## config.mk

```make
export PLATFORM = sky130hd
export DESIGN_NAME = cal_corr_engine
export DESIGN_NICKNAME = d
export VERILOG_FILES = /design/src/rtl/cal_corr_pkg.sv /design/src/rtl/cal_sequencer.sv /design/src/rtl/cal_averager.sv /design/src/rtl/cal_err_ram.sv /design/src/rtl/corr_datapath.sv /design/src/rtl/cal_corr_engine.sv
export SDC_FILE = /design/constraint.sdc
export NUM_CORES = 1
export LEC_CHECK = 0
export BUFFER_PORTS_ARGS = -buffer_cell sky130_fd_sc_hd__clkbuf_2
export CORE_MARGIN = 2
export CORE_UTILIZATION = 53
export CTS_CLUSTER_SIZE = 16
export DETAILED_ROUTE_END_ITERATION = 7
export PLACE_DENSITY = 0.7
export SETUP_SLACK_MARGIN = 0.2
export SYNTH_ARGS = -nofsm -noshare
export SYNTH_HDL_FRONTEND = slang
export SYNTH_SLANG_ARGS = --single-unit
```

## constraint.sdc

```tcl
create_clock -name clk -period 8.29 [get_ports clk]
set_input_delay 1.2435 -clock clk [delete_from_list [all_inputs] [get_ports clk]]
set_output_delay 1.2435 -clock clk [all_outputs]
set_load 0.1 [all_outputs]
```

## src/rtl/cal_corr_pkg.sv

```systemverilog
package cal_corr_pkg;
  localparam int RAW_W       = 17;  // raw front-end word
  localparam int ERR_W       = 12;  // signed correction term
  localparam int CODE_W      = 3;   // code bits per calibrated stage
  localparam int N_CAL       = 3;   // calibrated leading stages
  localparam int AVG_MAX     = 8;   // largest averaging exponent
  localparam int SHIFT_W     = 4;   // width of the exponent input
  localparam int OUT_W       = 16;  // output word width
  localparam int DROP_WIDE   = 1;   // low bits dropped for 16-bit output
  localparam int DROP_NARROW = 3;   // low bits dropped for 14-bit output

  typedef enum logic [0:0] {
    SEQ_IDLE = 1'b0,
    SEQ_RUN  = 1'b1
  } seq_state_e;
endpackage

```

## src/rtl/cal_sequencer.sv

```systemverilog
module cal_sequencer import cal_corr_pkg::*; #(
  parameter int N_STG       = N_CAL,
  parameter int CODE_BITS   = CODE_W,
  parameter int AVG_LOG_MAX = AVG_MAX,
  parameter int SH_W        = SHIFT_W,
  localparam int STG_W      = $clog2(N_STG + 1),
  localparam int CNT_W      = AVG_LOG_MAX,
  localparam int N_CODES    = 1 << CODE_BITS
) (
  input  logic                 clk,
  input  logic                 rst_n,
  input  logic                 start_i,
  input  logic [SH_W-1:0]      avg_log2_i,
  input  logic                 meas_valid_i,
  output logic                 busy_o,
  output logic [STG_W-1:0]     stage_o,
  output logic [CODE_BITS-1:0] code_o,
  output logic [SH_W-1:0]      shift_o,
  output logic                 take_o,
  output logic                 last_o
);
  seq_state_e           st_q, st_d;
  logic [STG_W-1:0]     stg_q, stg_d;
  logic [CODE_BITS-1:0] code_q, code_d;
  logic [CNT_W-1:0]     cnt_q, cnt_d;
  logic [SH_W-1:0]      sh_q, sh_d;
  logic [CNT_W-1:0]     cnt_tgt;
  logic [SH_W-1:0]      sh_start;
  logic                 code_end, stg_end, reg_en;

  // exponent clamp and per-target sample limit (2^N - 1)
  always_comb begin
    sh_start = (avg_log2_i > SH_W'(AVG_LOG_MAX)) ? SH_W'(AVG_LOG_MAX) : avg_log2_i;
    cnt_tgt  = {CNT_W{1'b1}} >> (SH_W'(AVG_LOG_MAX) - sh_q);
    take_o   = (st_q == SEQ_RUN) && meas_valid_i;  // ignored when idle
    last_o   = take_o && (cnt_q == cnt_tgt);
    code_end = (code_q == CODE_BITS'(N_CODES - 1));
    stg_end  = (stg_q == STG_W'(1));
    reg_en   = take_o || ((st_q == SEQ_IDLE) && start_i);
  end

  // Next state: R2 start, R3 stage 3 -> 2 -> 1 walk, R5 finish
  always_comb begin
    st_d   = st_q;
    stg_d  = stg_q;
    code_d = code_q;
    cnt_d  = cnt_q;
    sh_d   = sh_q;
    case (st_q)
      SEQ_IDLE: begin
        if (start_i) begin
          st_d   = SEQ_RUN;
          stg_d  = STG_W'(N_STG);
          code_d = '0;
          cnt_d  = '0;
          sh_d   = sh_start;
        end
      end
      SEQ_RUN: begin
        if (take_o) begin
          if (last_o) begin
            cnt_d  = '0;
            code_d = code_q + 1'b1;
            if (code_end) begin
              stg_d = stg_q - 1'b1;
              if (stg_end) st_d = SEQ_IDLE;
            end
          end else begin
            cnt_d = cnt_q + 1'b1;
          end
        end
      end
      default: st_d = SEQ_IDLE;
    endcase
  end

  always_ff @(posedge clk or negedge rst_n) begin
    if (!rst_n) begin
      st_q   <= SEQ_IDLE;
      stg_q  <= '0;
      code_q <= '0;
      cnt_q  <= '0;
      sh_q   <= '0;
    end else if (reg_en) begin
      st_q   <= st_d;
      stg_q  <= stg_d;
      code_q <= code_d;
      cnt_q  <= cnt_d;
      sh_q   <= sh_d;
    end
  end

  assign busy_o  = (st_q == SEQ_RUN);
  assign stage_o = stg_q;
  assign code_o  = code_q;
  assign shift_o = sh_q;
endmodule

```

## src/rtl/cal_averager.sv

```systemverilog
module cal_averager import cal_corr_pkg::*; #(
  parameter int ERR_BITS    = ERR_W,
  parameter int AVG_LOG_MAX = AVG_MAX,
  parameter int SH_W        = SHIFT_W,
  localparam int ACC_W      = ERR_BITS + AVG_LOG_MAX
) (
  input  logic                       clk,
  input  logic                       rst_n,
  input  logic                       take_i,
  input  logic                       last_i,
  input  logic [SH_W-1:0]            shift_i,
  input  logic signed [ERR_BITS-1:0] meas_i,
  output logic signed [ERR_BITS-1:0] avg_o
);
  logic signed [ACC_W-1:0] acc_q, acc_d, acc_sum, meas_ext;

  // running sum, floor mean by arithmetic shift on the final sample
  always_comb begin
    meas_ext = {{AVG_LOG_MAX{meas_i[ERR_BITS-1]}}, meas_i};
    acc_sum  = acc_q + meas_ext;
    avg_o    = ERR_BITS'(acc_sum >>> shift_i);
    acc_d    = last_i ? '0 : acc_sum;
  end

  always_ff @(posedge clk or negedge rst_n) begin
    if (!rst_n)      acc_q <= '0;
    else if (take_i) acc_q <= acc_d;
  end
endmodule

```

## src/rtl/cal_err_ram.sv

```systemverilog
module cal_err_ram import cal_corr_pkg::*; #(
  parameter int N_STG     = N_CAL,
  parameter int CODE_BITS = CODE_W,
  parameter int ERR_BITS  = ERR_W,
  localparam int STG_W    = $clog2(N_STG + 1),
  localparam int N_CODES  = 1 << CODE_BITS
) (
  input  logic                                clk,
  input  logic                                rst_n,
  input  logic                                wr_en_i,
  input  logic [STG_W-1:0]                    wr_stage_i,
  input  logic [CODE_BITS-1:0]                wr_code_i,
  input  logic [ERR_BITS-1:0]                 wr_data_i,
  input  logic [N_STG-1:0][CODE_BITS-1:0]     rd_code_i,
  output logic [N_STG-1:0][ERR_BITS-1:0]      rd_err_o
);
  // Array index s holds stage s+1; entries clear on reset
  for (genvar s = 0; s < N_STG; s++) begin : g_stg
    logic [N_CODES-1:0][ERR_BITS-1:0] row;
    for (genvar c = 0; c < N_CODES; c++) begin : g_code
      logic                hit;
      logic [ERR_BITS-1:0] ent_q;
      assign hit = wr_en_i && (wr_stage_i == STG_W'(s + 1))
                           && (wr_code_i == CODE_BITS'(c));
      always_ff @(posedge clk or negedge rst_n) begin
        if (!rst_n)   ent_q <= '0;
        else if (hit) ent_q <= wr_data_i;
      end
      assign row[c] = ent_q;
    end
    assign rd_err_o[s] = row[rd_code_i[s]];
  end
endmodule

```

## src/rtl/corr_datapath.sv

```systemverilog
module corr_datapath import cal_corr_pkg::*; #(
  parameter int RAW_BITS = RAW_W,
  parameter int ERR_BITS = ERR_W,
  parameter int N_STG    = N_CAL,
  parameter int OUT_BITS = OUT_W,
  parameter int DROP_W   = DROP_WIDE,
  parameter int DROP_N   = DROP_NARROW,
  localparam int SUM_W   = RAW_BITS + $clog2(N_STG) + 2
) (
  input  logic                           clk,
  input  logic                           rst_n,
  input  logic                           fire_i,
  input  logic [RAW_BITS-1:0]            raw_i,
  input  logic [N_STG-1:0][ERR_BITS-1:0] err_i,
  input  logic                           wide_i,
  output logic                           vld_o,
  output logic [OUT_BITS-1:0]            word_o
);
  localparam logic [SUM_W-1:0] SAT_HI = {{(SUM_W-RAW_BITS){1'b0}}, {RAW_BITS{1'b1}}};
  localparam logic [SUM_W-1:0] RND_W  = SUM_W'(1) << (DROP_W - 1);
  localparam logic [SUM_W-1:0] RND_N  = SUM_W'(1) << (DROP_N - 1);

  logic [SUM_W-1:0]    sum, tot;
  logic [RAW_BITS-1:0] clip;
  logic [OUT_BITS-1:0] word_d;
  logic                vld_q;
  logic [OUT_BITS-1:0] word_q;

  always_comb begin
    // raw word plus the three selected terms (two's complement)
    sum = {{(SUM_W-RAW_BITS){1'b0}}, raw_i};
    for (int s = 0; s < N_STG; s++) begin
      sum = sum + {{(SUM_W-ERR_BITS){err_i[s][ERR_BITS-1]}}, err_i[s]};
    end
    // round at the first dropped bit
    tot = sum + (wide_i ? RND_W : RND_N);
    // clamp to the raw range before dropping bits
    if (tot[SUM_W-1])      clip = '0;
    else if (tot > SAT_HI) clip = {RAW_BITS{1'b1}};
    else                   clip = tot[RAW_BITS-1:0];
    word_d = wide_i ? OUT_BITS'(clip >> DROP_W) : OUT_BITS'(clip >> DROP_N);
  end

  // one register stage, load only on an accepted sample
  always_ff @(posedge clk or negedge rst_n) begin
    if (!rst_n) begin
      vld_q  <= 1'b0;
      word_q <= '0;
    end else begin
      vld_q <= fire_i;
      if (fire_i) word_q <= word_d;
    end
  end

  assign vld_o  = vld_q;
  assign word_o = word_q;
endmodule

```

## src/rtl/cal_corr_engine.sv

```systemverilog
module cal_corr_engine import cal_corr_pkg::*; #(
  parameter int N_STG       = N_CAL,
  parameter int CODE_BITS   = CODE_W,
  parameter int ERR_BITS    = ERR_W,
  parameter int RAW_BITS    = RAW_W,
  parameter int AVG_LOG_MAX = AVG_MAX,
  parameter int SH_W        = SHIFT_W,
  parameter int OUT_BITS    = OUT_W,
  parameter int DROP_W      = DROP_WIDE,
  parameter int DROP_N      = DROP_NARROW,
  localparam int STG_W      = $clog2(N_STG + 1)
) (
  input  logic                 clk,
  input  logic                 rst_n,
  input  logic                 cal_start,
  input  logic [SH_W-1:0]      avg_log2,
  input  logic                 meas_valid,
  input  logic [ERR_BITS-1:0]  meas_err,
  output logic                 cal_busy,
  output logic [STG_W-1:0]     cal_stage,
  output logic [CODE_BITS-1:0] cal_code,
  input  logic                 smp_valid,
  input  logic [RAW_BITS-1:0]  smp_raw,
  input  logic [CODE_BITS-1:0] smp_code1,
  input  logic [CODE_BITS-1:0] smp_code2,
  input  logic [CODE_BITS-1:0] smp_code3,
  input  logic                 out_wide,
  output logic                 out_valid,
  output logic [OUT_BITS-1:0]  out_word
);
  logic                           take, last_smp, fire;
  logic [SH_W-1:0]                shift;
  logic signed [ERR_BITS-1:0]     avg;
  logic [N_STG-1:0][CODE_BITS-1:0] rd_code;
  logic [N_STG-1:0][ERR_BITS-1:0]  rd_err;

  cal_sequencer #(
    .N_STG(N_STG), .CODE_BITS(CODE_BITS), .AVG_LOG_MAX(AVG_LOG_MAX), .SH_W(SH_W)
  ) u_seq (
    .clk(clk), .rst_n(rst_n), .start_i(cal_start), .avg_log2_i(avg_log2),
    .meas_valid_i(meas_valid), .busy_o(cal_busy), .stage_o(cal_stage),
    .code_o(cal_code), .shift_o(shift), .take_o(take), .last_o(last_smp)
  );

  cal_averager #(
    .ERR_BITS(ERR_BITS), .AVG_LOG_MAX(AVG_LOG_MAX), .SH_W(SH_W)
  ) u_avg (
    .clk(clk), .rst_n(rst_n), .take_i(take), .last_i(last_smp),
    .shift_i(shift), .meas_i(meas_err), .avg_o(avg)
  );

  // Stage 1 code sits at index 0, stage 3 code at the top
  assign rd_code = {smp_code3, smp_code2, smp_code1};

  cal_err_ram #(
    .N_STG(N_STG), .CODE_BITS(CODE_BITS), .ERR_BITS(ERR_BITS)
  ) u_ram (
    .clk(clk), .rst_n(rst_n), .wr_en_i(last_smp), .wr_stage_i(cal_stage),
    .wr_code_i(cal_code), .wr_data_i(avg), .rd_code_i(rd_code), .rd_err_o(rd_err)
  );

  // samples are dropped while the walk runs
  assign fire = smp_valid && !cal_busy;

  corr_datapath #(
    .RAW_BITS(RAW_BITS), .ERR_BITS(ERR_BITS), .N_STG(N_STG), .OUT_BITS(OUT_BITS),
    .DROP_W(DROP_W), .DROP_N(DROP_N)
  ) u_dp (
    .clk(clk), .rst_n(rst_n), .fire_i(fire), .raw_i(smp_raw), .err_i(rd_err),
    .wide_i(out_wide), .vld_o(out_valid), .word_o(out_word)
  );
endmodule

```

# Word-level counts from Yosys, hierarchy flattened
# Index checks and enable logic that the tools add are counted.
# word_totals
out_inout_bits	23
regBits	343
# op_classes
n_lt_le_gt_ge	5
n_addsub	9
bitwise	1
n_eq_ne	15
shifts	2
n_reduce_logical	38
muxes	31
# ops
cell	count
12-bit binary-select mux with 3-bit select	3
21-bit adder	3
12-bit two-way mux	3
17-bit two-way mux	2
1-bit logical AND	31
8-bit two-way mux	3
21-bit by 17-bit > comparator with 1-bit output, second input constant	1
20-bit by 12-bit adder with 20-bit output	1
20-bit two-way mux	1
20-bit by 4-bit >>> shifter with 12-bit output	1
18-bit by 12-bit adder with 19-bit output	1
16-bit two-way mux	1
8-bit case mux with 2 select lines	1
3-bit == test, second input constant	4
3-bit by 4-bit less-than comparator with 1-bit output, second input constant	3
3-bit two-way mux	4
8-bit by 1-bit adder with 8-bit output, second input constant	1
8-bit == test	1
2-bit two-way mux	4
8-bit by 4-bit right shift with 8-bit output, first input constant	1
3-bit by 2-bit == test with 1-bit output, second input constant	2
2-bit inequality test, second input constant	3
3-bit case mux with 2 select lines	1
3-bit AND reduction	2
other kinds (18)	23

# Depth between registers and ports, before layout
# Gate-level depths: netlist of the first run.
# depth
ltp_word	10
mapped_depth	27
ltp_nobuf	24

# Hierarchy
# Synthesis of the first run repeated with hierarchy kept, for this count alone.
# hier_totals
cells_unflattened	1654
area_unflattened_um2	20243.2
# by_module_without_submodules
mod	seq_area_each_um2	cells_each	instances	area_per_inst_um2
cal_err_ram	7206.9	792	1	13035.0
cal_averager	500.5	400	1	2967.8
corr_datapath	425.4	318	1	2937.8
cal_sequencer	450.4	143	1	1288.7
cal_corr_engine	0.0	1	1	13.8

# Worst setup path after synthesis of the first run
# Ideal clock, no wire load.
# synth_timing
path_kind	input to register
start	in smp_code1[0]
end	reg u_dp.word_q[10], in the netlist u_dp.word_o[10]
setup_ns	0.122
t_arrival_ns	7.835
stages	26
slack_ns	0.333
cell_sequence	clkbuf_1 -> buf_1 -> mux4_2 -> mux2_2 -> ha_1 -> a21o_1 -> a21oi_1 -> o21ai_0 -> o41ai_1 -> o21bai_1 -> o2111a_1 -> o21a_1 -> o21ai_0 -> nor2b_1 -> xnor2_1 -> fa_1 -> ha_1 -> ha_1 -> or3_1 -> a211oi_1 -> a21oi_1 -> or3_1 -> a22oi_2 -> buf_4 -> o211ai_1 -> a22o_1
# synth_between
elab_chain_cells	10
# synth_lines
element	line	text
start, declared	cal_corr_engine.sv:24	input logic [CODE_BITS-1:0] smp_code1,
12-bit binary-select mux with 3-bit select *	cal_err_ram.sv:31	assign rd_err_o[s] = row[rd_code_i[s]];
12-bit two-way mux (not written as such) *	cal_err_ram.sv:31	
18-bit by 12-bit adder with 19-bit output *	corr_datapath.sv:33	sum = sum + {{(SUM_W-ERR_BITS){err_i[s][ERR_BITS-1]}}, err_i[s]};
21-bit adder * (2 in series)	corr_datapath.sv:33	
21-bit adder *	corr_datapath.sv:36	tot = sum + (wide_i ? RND_W : RND_N);
21-bit by 17-bit > comparator with 1-bit output	corr_datapath.sv:39	else if (tot > SAT_HI) clip = {RAW_BITS{1'b1}};
17-bit two-way mux	corr_datapath.sv:39	
17-bit two-way mux *	corr_datapath.sv:38	if (tot[SUM_W-1]) clip = '0;
16-bit two-way mux *	corr_datapath.sv:41	word_d = wide_i ? OUT_BITS'(clip >> DROP_W) : OUT_BITS'(clip >> DROP_N);
end signal, assigned	corr_datapath.sv:51	if (fire_i) word_q <= word_d;
end, declared	corr_datapath.sv:27	logic [OUT_BITS-1:0] word_q;
# Every way passes the cells marked *; elsewhere a longest branch is shown, timed or not. The select of a mux whose other input is x is not followed.
# A chain may end at the register's enable or synchronous reset.

# Final worst setup path of the first run
# layout_timing
start	in smp_code1[0]
end	reg u_dp.word_q[12], in the netlist u_dp.word_o[12]
# The elaborated chain is that of the path after synthesis.

==> out/qor.yml, run 1 <==
pwr:
  swShare: 0.404
  power_switching_mw: 2.49
  comb_power_share: 0.388
  vdd_drop_max_v: 0.000269
  p_total_mw: 6.16
  clkPwrFrac: 0.308
  p_leak_nw: 10.0
  cellPowerDensity_nw_per_um2: 287
  pwr-share-seq: 0.304
  intPower_mw: 3.67
clock_tree:
  ctsHoldBuffers: 0
  postCtsResizedCells: 0
  cts_sinks: 343
  clkTransAtPathRegs_ns: 0.05
  insertion_delay_ns: 0.56
  cts_made_buffers: 39
  h-tree-depth: 2
  root_buffer: "clkbuf_16"
  postCtsSetupRepairBufs: 0
  clockBufferDepth: 3
  cts_tree: "built"
route:
  drc_errors: 0
  wl_per_cell_um: 19.8
  vias: 14034
  wirelength_mm: 46.7
  vias_per_cell: 5.96
  drt_pre_antenna_iters: 6
  drt_iter0_markers: 987
  final_antenna_net_count: 0
finish:
  nNetsFinal: 2015
  fin_cells: 2355
  area_growth_pct: 9.91
  drive_above_1_share: 0.183
placed_design:
  dp_hpwl_mm: 31.8
  numPortBuffers: 70
  numPlacedInstances: 2284
  dp_slack_ns: 0.328
  gp_congestion: 0.918
timing:
  fmax_mhz: 133
  min_period_ns: 7.55
  max_slew_margin: 0.239
  clock-skew-final_ns: 0.0149
  tightestPinTransition_ns: 1.14
  rsz0062_at_grt: "no"
  period_share: 0.910
  hold_violations: 0
  setup_tns_ns: 0
  finalMaxSlewViolations: 0
  setup_slack_ns: 0.744
  setup_violations: 0
global_route:
  grtUsageTotal: 0.252
  overflow: 0
  antenna_found_initial: 3
  grt_pass1_wl_mm: 76.1
  grt_max_degree: 189
  first_global_vias: 14199
critical_path:
  cp.arrival_ns: 7.98
  worst_setup_path_end_kind: "flop"
  reg2reg_depth: 24
  r2r_setup_slack_ns: 1.48
  path_class: "in -> reg"
  crit_top_cell: "ha_1"
  critPathLaunchType: "input port"
  timing.rr.end: "u_dp.word_o[12]"
  worstPathRequired_ns: 8.73
  slowest_stage: "o41ai_1"
  slowest_delay_ns: 0.63
  worst_r2r_startpoint: "u_ram.g_stg[0].g_code[6].ent_q[1]"
  crit_path_max_fanout: 16
synth:
  synth_async_sr_flop_share: 1.00
  synth-edff-count: 0
  synthDistinctLibCells: 80
  syn-num-nets: 2017
  ys.flop_type: "dfrtp_1"
  syn_avg_cell_area_um2: 10.5
  yosysWarnings: 0
  synth_seq_cells: 343
  ys_seq_area_frac: 0.440
  syn_inst: 1859
  syn-cell-area_um2: 19500
min_path:
  worstHoldPathType: "reg -> reg"
  hold-path-cell-count: 2
  hold_end: "u_ram.g_stg[2].g_code[3].ent_q[3]"
  hold_start: "u_ram.g_stg[2].g_code[3].ent_q[3]"
floorplan:
  ioPinCount: 71
  die-area_um2: 38400
  dieHeight_um: 196
  floorplan.initialDensity: 0.536
  num_rows: 70
  core_um2: 36400
  die_w_um: 196
job:
  maxCapViolCount: 0
outcome:
  status: "finished clean"
-- layout by cell type (no fill, tap or decap), types with 8 or more instances in the layout --
cell and n:
dfrtp_1 343, nand2_1 336, o21ai_1 170, o21ai_0 111
ha_1 87, mux4_2 82, clkbuf_2 69, mux2_2 61
a21oi_1 60, nor2_1 50, inv_1 40, clkbuf_16 39
xnor2_1 36, xor2_1 28, a21o_1 24, fa_1 23
o31ai_1 18, mux2_1 18, mux2i_1 17, nand3_1 16
buf_4 16, a22o_1 15, nand2b_1 14, o211ai_1 13
nor3_1 12, nand2_2 11, a211oi_1 9, nor2b_1 9
nand3_2 9, and3_1 8, or3_1 8, bufinv_16 8
-- layout make-up --
type | instances | area (um2)
Fill cell | 2965 | 15000
Multi-Input combinational cell | 1345 | 10200
Sequential cell | 343 | 8580
Clock buffer | 52 | 1080
Tap cell | 468 | 586
Timing Repair Buffer | 87 | 500
Clock inverter | 18 | 339
Inverter | 41 | 154
Antenna cell | 1 | 2.50
-- cells by family after synthesis --
family / count (synthesis) / share of synthesized area
compound gates: 486 / 0.149
xor+xnor: 65 / 0.0295
fa+ha+maj: 110 / 0.0793
buf+inv: 171 / 0.0383
flops: 343 / 0.440
mux: 181 / 0.151
simple gates: 503 / 0.113
-- layer usage --
layer,track usage,vias to the layer above,part of all wire
met5,0,-,0.00054
li1,-,6651,-
met2,0.418,311,0.48
met1,0.345,6995,0.45
met3,0.0373,73,0.048
met4,0.0811,4,0.025
-- worst max-delay path: cells and delay by family --
family                     cells  cell delay, ns
adders and majority gates      4            1.26
buffers and inverters          2            0.57
and+or+nand+nor                3            0.92
muxes                          2            0.86
AOI/OAI and AO/OA             13            2.95
xor gates and xnor gates       1            0.15
-- worst max path at each step --
stage                       startpoint               to  slack (ns)  depth (start not counted)
after detailed placement  smp_code1[0]  u_dp.word_o[12]        0.33                         25
after floorplan           smp_code1[0]  u_dp.word_o[10]        0.33                         26
after global placement    smp_code1[0]  u_dp.word_o[14]        0.48                         25
after global routing      smp_code1[0]  u_dp.word_o[12]        0.24                         25
final                     smp_code1[0]  u_dp.word_o[12]        0.74                         25
after CTS                 smp_code1[0]  u_dp.word_o[12]        0.77                         25
-- through the flow --
step	utilization	area, um2	hold slack (ns)
2_1_floorplan	-	19500	0.445
3_3_place_gp	0.550	20000	0.457
3_5_place_dp	0.550	20000	0.467
4_1_cts	0.589	21500	0.480
5_1_grt	0.589	21500	0.496
6_report	0.589	21500	0.475
-- power groups by stage --
stage               clock network, mW  logic [mW]  registers (mW)
finish                           1.90        2.39            1.88
global placement                    0        2.33            1.90
CTS                              1.93        2.38            1.87
detailed placement                  0        2.37            1.90
global route                     1.99        2.59            1.89
floorplan                           0        1.53            2.11
-- sequential cells by signal (all words and copies together) (netlist names) --
signal                    cells
u_seq.stage_o                 2
u_seq.busy_o                  1
u_seq.code_o                  3
u_avg.acc_q                  20
u_seq.cnt_q                   8
u_seq.shift_o                 4
u_dp.vld_o                    1
u_dp.word_o                  16
u_ram.g_stg.g_code.ent_q    288
-- Yosys cell counts, types with 18 or more instances --
cell | n | area share
a21o_1 | 24 | 0.0092
a21oi_1 | 60 | 0.015
buf_2 | 58 | 0.015
clkbuf_1 | 51 | 0.0098
dfrtp_1 | 343 | 0.44
fa_1 | 23 | 0.024
ha_1 | 87 | 0.056
inv_1 | 40 | 0.0077
mux2_1 | 18 | 0.010
mux2_2 | 61 | 0.035
mux2i_1 | 19 | 0.0097
mux4_2 | 82 | 0.095
nand2_1 | 336 | 0.065
nor2_1 | 50 | 0.0096
o21ai_0 | 111 | 0.028
o21ai_1 | 171 | 0.044
o31ai_1 | 18 | 0.0069
xnor2_1 | 36 | 0.016
xor2_1 | 28 | 0.013
Note: power is estimated with default switching activity, not from simulation.
==> run 2: changes to the inputs <==
--- a/config.mk
+++ b/config.mk
@@ -6,11 +6,13 @@
 export NUM_CORES = 1
 export LEC_CHECK = 0
 export BUFFER_PORTS_ARGS = -buffer_cell sky130_fd_sc_hd__clkbuf_2
+export CELL_PAD_IN_SITES_DETAIL_PLACEMENT = 1
+export CELL_PAD_IN_SITES_GLOBAL_PLACEMENT = 1
 export CORE_MARGIN = 2
-export CORE_UTILIZATION = 53
+export CORE_UTILIZATION = 50
 export CTS_CLUSTER_SIZE = 16
 export DETAILED_ROUTE_END_ITERATION = 7
-export PLACE_DENSITY = 0.7
+export PLACE_DENSITY = 0.8
 export SETUP_SLACK_MARGIN = 0.2
 export SYNTH_ARGS = -nofsm -noshare
 export SYNTH_HDL_FRONTEND = slang
==> run 2 against run 1 <==
Compared with the run above: design area hardly changed; maximum frequency is 0.43% higher; flip-flop and latch count stayed put; combinational power is 4% higher; die area is 5.9% higher; register-to-register slack worse by 0.06 ns; via count is 4.9% higher; global-route usage is 2.9 points higher; critical endpoint is now u_dp.word_o[2]; largest cell class unchanged.
==> out/qor.yml, run 2 (synthesis results as in run 1) <==
finish:
  final_common_cell: "dfrtp_1"  # unchanged
  largest_register: "u_ram.g_stg.g_code.ent_q"  # unchanged
  fin_area_um2: 21500  # about the same
  final_cell_mix: "343 x dfrtp_1, 336 x nand2_1, 170 x o21ai_1"  # unchanged
  final_util: 0.556  # was 0.589
  multiInputGateArea_um2: 10200  # about the same
  fillCellCount: 4229  # was 2965
  area_growth_pct: 9.87  # was 9.91%
  drive_above_1_share: 0.183  # about the same
  largest_register_ffs: 288  # unchanged
  seqCellArea_um2: 8580  # unchanged
  nNetsFinal: 2016  # was 2015
  antenna_cells: 0  # was 1
timing:
  fmax_mhz: 133  # about the same
  max_slew_margin: 0.152  # was 0.239
  hold_violations: 0  # unchanged
  clock-skew-final_ns: 0.0454  # was 0.0149 ns
  setup_tns_ns: 0  # unchanged
  hold_ws_ns: 0.480  # was 0.475 ns
  rsz0062_at_grt: "no"  # unchanged
  period_share: 0.906  # was 0.910
  min_period_ns: 7.51  # was 7.55 ns
  tightestPinTransition_ns: 1.27  # was 1.14 ns
  setup_violations: 0  # unchanged
  finalMaxSlewViolations: 0  # unchanged
clock_tree:
  ctsHoldBuffers: 0  # unchanged
  postCtsResizedCells: 0  # unchanged
  postCtsSetupRepairBufs: 0  # unchanged
  clockBufferDepth: 3  # unchanged
  cts_sinks: 343  # unchanged
  clkTransAtPathRegs_ns: 0.05  # about the same
  cts_tree: "built"  # unchanged
  insertion_delay_ns: 0.57  # was 0.56 ns
  h-tree-depth: 2  # unchanged
  cts_made_buffers: 39  # unchanged
  root_buffer: "clkbuf_16"  # unchanged
route:
  wl_per_cell_um: 23.3  # was 19.8 um
  final_antenna_net_count: 0  # unchanged
  drt_iter0_markers: 911  # was 987
  vias: 14723  # was 14034
  drc_errors: 0  # unchanged
  drt_pre_antenna_iters: 5  # was 6
  wirelength_mm: 56.0  # was 46.7 mm
  vias_per_cell: 6.13  # was 5.96
floorplan:
  die_w_um: 202  # was 196 um
  num_rows: 72  # was 70
  die-area_um2: 40600  # was 38400 um2
  core_um2: 38600  # was 36400 um2
  ioPinCount: 71  # unchanged
  dieHeight_um: 202  # was 196 um
  floorplan.initialDensity: 0.506  # was 0.536
global_route:
  antenna_found_initial: 1  # was 3
  grtUsageTotal: 0.281  # was 0.252
  first_global_vias: 15867  # was 14199
  grt_max_degree: 173  # was 189
  overflow: 0  # unchanged
  grt_pass1_wl_mm: 89.6  # was 76.1 mm
critical_path:
  worst_setup_path_end_kind: "flop"  # unchanged
  critPathLaunchType: "input port"  # unchanged
  worstPathRequired_ns: 8.71  # was 8.73 ns
  slowest_stage: "o41ai_1"  # unchanged
  crit_top_cell: "ha_1"  # unchanged
  crit_path_max_fanout: 16  # unchanged
  slowest_delay_ns: 0.60  # was 0.63 ns
  path_class: "in -> reg"  # unchanged
  cp.arrival_ns: 7.93  # was 7.98 ns
placed_design:
  gp_congestion: 0.840  # was 0.918
  placed_area_um2: 20100  # was 20000 um2
  numPortBuffers: 70  # unchanged
  dp_hpwl_mm: 37.2  # was 31.8 mm
pwr:
  vdd_drop_max_v: 0.000328  # was 0.000269 V
  p_leak_nw: 9.99  # was 10.0 nW
  cellPowerDensity_nw_per_um2: 288  # was 287 nW/um2
job:
  maxCapViolCount: 0  # unchanged
outcome:
  status: "finished clean"  # unchanged
min_path:
  worstHoldPathType: "reg -> reg"  # unchanged
run 2: changes by cell type in the layout (fill, tap and decap cells not counted):
cell / before / now
inv_16: 1 / 0
clkinv_4: 1 / 0
clkbuf_1: 7 / 5
diode_2: 1 / 0
bufinv_16: 8 / 5
clkinv_2: 3 / 4
mux2i_2: 2 / 0
buf_4: 16 / 17
mux2i_4: 1 / 3
clkbuf_8: 6 / 8
run 2: layout make-up:
class	instances	area share
flip-flops and latches	343	0.400
repair buffers	88	0.0237
clock buffers	52	0.0515
multi-input cells	1345	0.477
well taps	518	0.0302
clock inverters	14	0.0105
inverters	41	0.00717
run 2: power breakdown:
part / internal (mW) / total, mW / switching, mW
Clock: 1.09 / 1.81 / 0.721
Combinational: 0.714 / 2.49 / 1.78
Sequential: 1.78 / 1.87 / 0.0946
Total: 3.58 / 6.18 / 2.59
run 2: path summary, 6_finish.rpt:
path / from / to / slack, ns / cells past startpoint
max: smp_code1[0] / u_dp.word_o[2] / 0.78 / 25
min: u_ram.g_stg[1].g_code[2].ent_q[7] / u_ram.g_stg[1].g_code[2].ent_q[7] / 0.48 / 2
max reg2reg: u_ram.g_stg[0].g_code[7].ent_q[1] / u_dp.word_o[2] / 1.42 / 24
min reg2reg: u_ram.g_stg[1].g_code[2].ent_q[7] / u_ram.g_stg[1].g_code[2].ent_q[7] / 0.48 / 2
max in group asynchronous: rst_n / u_ram.g_stg[1].g_code[7].ent_q[5] / 6.08 / 2
min in group asynchronous: rst_n / u_dp.word_o[11] / 0.78 / 1
run 2: layer usage:
layer / up-vias / routed length, um / track usage
met1: 7663 / 23600 / 0.358
met4: 2 / 1440 / 0.0856
li1: 6635 / - / -
met5: - / 14 / 0
met3: 88 / 2750 / 0.0517
met2: 335 / 28200 / 0.489
run 2: per-stage QoR:
stage	worst slack, ns	instances	power, mW
after floorplan	0.333	1859	3.64
after global placement	0.546	2335	4.27
after detailed placement	0.395	2335	4.35
after CTS	0.869	2401	6.18
after global routing	0.393	2401	6.46
final	0.776	2401	6.18
run 2: worst max-delay path: cells and delay by family:
kind / cells / cell delay [ns]
fa+ha+maj: 4 / 1.33
mux: 2 / 0.80
compound gates: 12 / 2.68
buf+inv: 3 / 0.73
xor+xnor: 1 / 0.15
simple gates: 3 / 0.95
==> run 3: changes to the inputs <==
==> constraint.sdc (replaced) <==
create_clock -name clk -period 7.5 [get_ports clk]
set_input_delay 1.125 -clock clk [delete_from_list [all_inputs] [get_ports clk]]
set_output_delay 1.125 -clock clk [all_outputs]
set_load 0.1 [all_outputs]
==> run 3 against run 2 <==
Compared with the run above: clock-buffer cell count rose by 7; worst hold slack got worse by 0.00078 ns; clock power increased by 8%; clock skew is 0.018 ns lower; cell count rose by 0.50%; combinational power rose by 11%; critical path type unchanged; largest power group unchanged; highest routed layer is now met4.
==> out/qor.yml, run 3 (synthesis results as in run 1) <==
finish:
  final_common_cell: "dfrtp_1"  # unchanged
  fin_area_um2: 21500  # about the same
  antenna_cells: 0  # unchanged
  largest_register_ffs: 288  # unchanged
  final_util: 0.558  # was 0.556
  drive_above_1_share: 0.187  # was 0.183
  largest_register: "u_ram.g_stg.g_code.ent_q"  # unchanged
  final_cell_mix: "343 x dfrtp_1, 336 x nand2_1, 172 x o21ai_1"  # was 343 x dfrtp_1, 336 x nand2_1, 170 x o21ai_1
  nNetsFinal: 2025  # was 2016
  area_growth_pct: 10.3  # was 9.87%
timing:
  tightestPinTransition_ns: 1.24  # was 1.27 ns
  setup_violations: 0  # unchanged
  hold_violations: 0  # unchanged
  finalMaxSlewViolations: 0  # unchanged
  max_slew_margin: 0.172  # was 0.152
  clock-skew-final_ns: 0.0278  # was 0.0454 ns
  min_period_ns: 6.95
  rsz0062_at_grt: "no"  # unchanged
  fmax_mhz: 144
  period_share: 0.927
floorplan:
  die_w_um: 202  # unchanged
  floorplan.initialDensity: 0.506  # unchanged
  dieHeight_um: 202  # unchanged
  core_um2: 38600  # unchanged
  num_rows: 72  # unchanged
  die-area_um2: 40600  # unchanged
  ioPinCount: 71  # unchanged
placed_design:
  numPortBuffers: 70  # unchanged
  dp_hpwl_mm: 37.2  # about the same
  placed_area_um2: 20200  # was 20100 um2
  gp_congestion: 0.878  # was 0.840
route:
  wl_per_cell_um: 23.1  # was 23.3 um
  drc_errors: 0  # unchanged
  drt_pre_antenna_iters: 5  # unchanged
  vias: 14831  # was 14723
  wirelength_mm: 55.8  # was 56.0 mm
  vias_per_cell: 6.15  # was 6.13
  drt_iter0_markers: 887  # was 911
  final_antenna_net_count: 0  # unchanged
critical_path:
  cp.buffers_inverters: 2  # was 3
  slowest_stage: "mux4_2"  # was o41ai_1
  slowest_delay_ns: 0.52  # was 0.60 ns
  crit_path_max_fanout: 16  # unchanged
  cp_top_family: "compound AO/OA/AOI/OAI gates"  # unchanged
  worst_setup_path_end_kind: "flop"  # unchanged
  crit_top_cell: "ha_1"  # unchanged
  cp.arrival_ns: 7.41  # was 7.93 ns
  path_class: "in -> reg"  # unchanged
  critPathLaunchType: "input port"  # unchanged
  worstPathRequired_ns: 7.96  # was 8.71 ns
pwr:
  cellPowerDensity_nw_per_um2: 315  # was 288 nW/um2
  p_leak_nw: 10.0  # was 9.99 nW
  vdd_drop_max_v: 0.000389  # was 0.000328 V
clock_tree:
  root_buffer: "clkbuf_16"  # unchanged
  clkTransAtPathRegs_ns: 0.06  # was 0.05 ns
  clockBufferDepth: 3  # unchanged
  cts_made_buffers: 40  # was 39
  h-tree-depth: 2  # unchanged
  insertion_delay_ns: 0.58  # was 0.57 ns
  cts_tree: "built"  # unchanged
  cts_sinks: 343  # unchanged
job:
  maxCapViolCount: 0  # unchanged
global_route:
  antenna_found_initial: 0  # was 1
  grt_max_degree: 137  # was 173
  first_global_vias: 16127  # was 15867
  grtUsageTotal: 0.281  # about the same
  grt_pass1_wl_mm: 89.6  # about the same
  overflow: 0  # unchanged
min_path:
  worstHoldPathType: "reg -> reg"  # unchanged
outcome:
  status: "finished clean"  # unchanged
-- run 3: cell count changes in the layout (fill, tap and decap cells not counted), sizes merged --
cell / change
clkbuf: +6
buf: +9
bufinv: -4
inv: +1
-- run 3: through the flow --
step                hold WS, ns  TNS [ns]  power [mW]  worst slack (ns)  cells
finish                    0.479         0        6.78             0.550   2413
CTS                       0.483         0        6.80             0.419   2412
global placement          0.456         0        4.75            0.0788   2342
global route              0.502         0        7.11             0.202   2413
detailed placement        0.468     -1.17        4.83            -0.138   2342
floorplan                 0.445         0        4.02             0.236   1859
-- run 3: cell type report --
class                   instances  area, um2
clock inverters                11        106
multi-input cells            1345      10200
fillers                      4224      17000
clock buffers                  59       1180
repair buffers                 96        613
inverters                      41        154
well taps                     518        648
flip-flops and latches        343       8580
-- run 3: per-layer routing --
metal / GRT usage / share of wire
met1: 0.360 / 0.43
met2: 0.485 / 0.50
met3: 0.0509 / 0.046
met4: 0.0898 / 0.028
met5: 0 / 0
-- run 3: final timing paths --
kind	cells past startpoint	from	endpoint	slack, ns
setup / recovery	26	smp_code1[0]	u_dp.word_o[7]	0.55
hold / removal	2	u_ram.g_stg[2].g_code[7].ent_q[10]	u_ram.g_stg[2].g_code[7].ent_q[10]	0.48
setup reg to reg	25	u_ram.g_stg[0].g_code[3].ent_q[0]	u_dp.word_o[7]	1.00
hold reg to reg	2	u_ram.g_stg[2].g_code[7].ent_q[10]	u_ram.g_stg[2].g_code[7].ent_q[10]	0.48
max in group asynchronous	2	rst_n	u_ram.g_stg[0].g_code[4].ent_q[11]	5.53
min in group asynchronous	1	rst_n	u_ram.g_stg[2].g_code[5].ent_q[10]	0.69
-- run 3: report_power, final --
group | total, mW | leakage [nW] | switching [mW] | internal [mW]
Sequential | 2.08 | 4.72 | 0.110 | 1.97
Combinational | 2.76 | 4.69 | 1.96 | 0.797
Clock | 1.95 | 0.625 | 0.815 | 1.13
Total | 6.78 | 10.0 | 2.89 | 3.90
-- run 3: tightest hold or removal path, cell delays in order, from the launching register on --
cell and delay [ns]:
dfrtp_1 0.34, nand2_1 0.05, o21ai_0 0.06
-- run 3: timing repair --
item / in CTS / in global routing
resized for setup: 0 / 7
endpoints found under the hold margin: 0 / 0
endpoints found under the setup margin: 0 / 15
buffers inserted: 0 / 1
hold buffers: 0 / 0
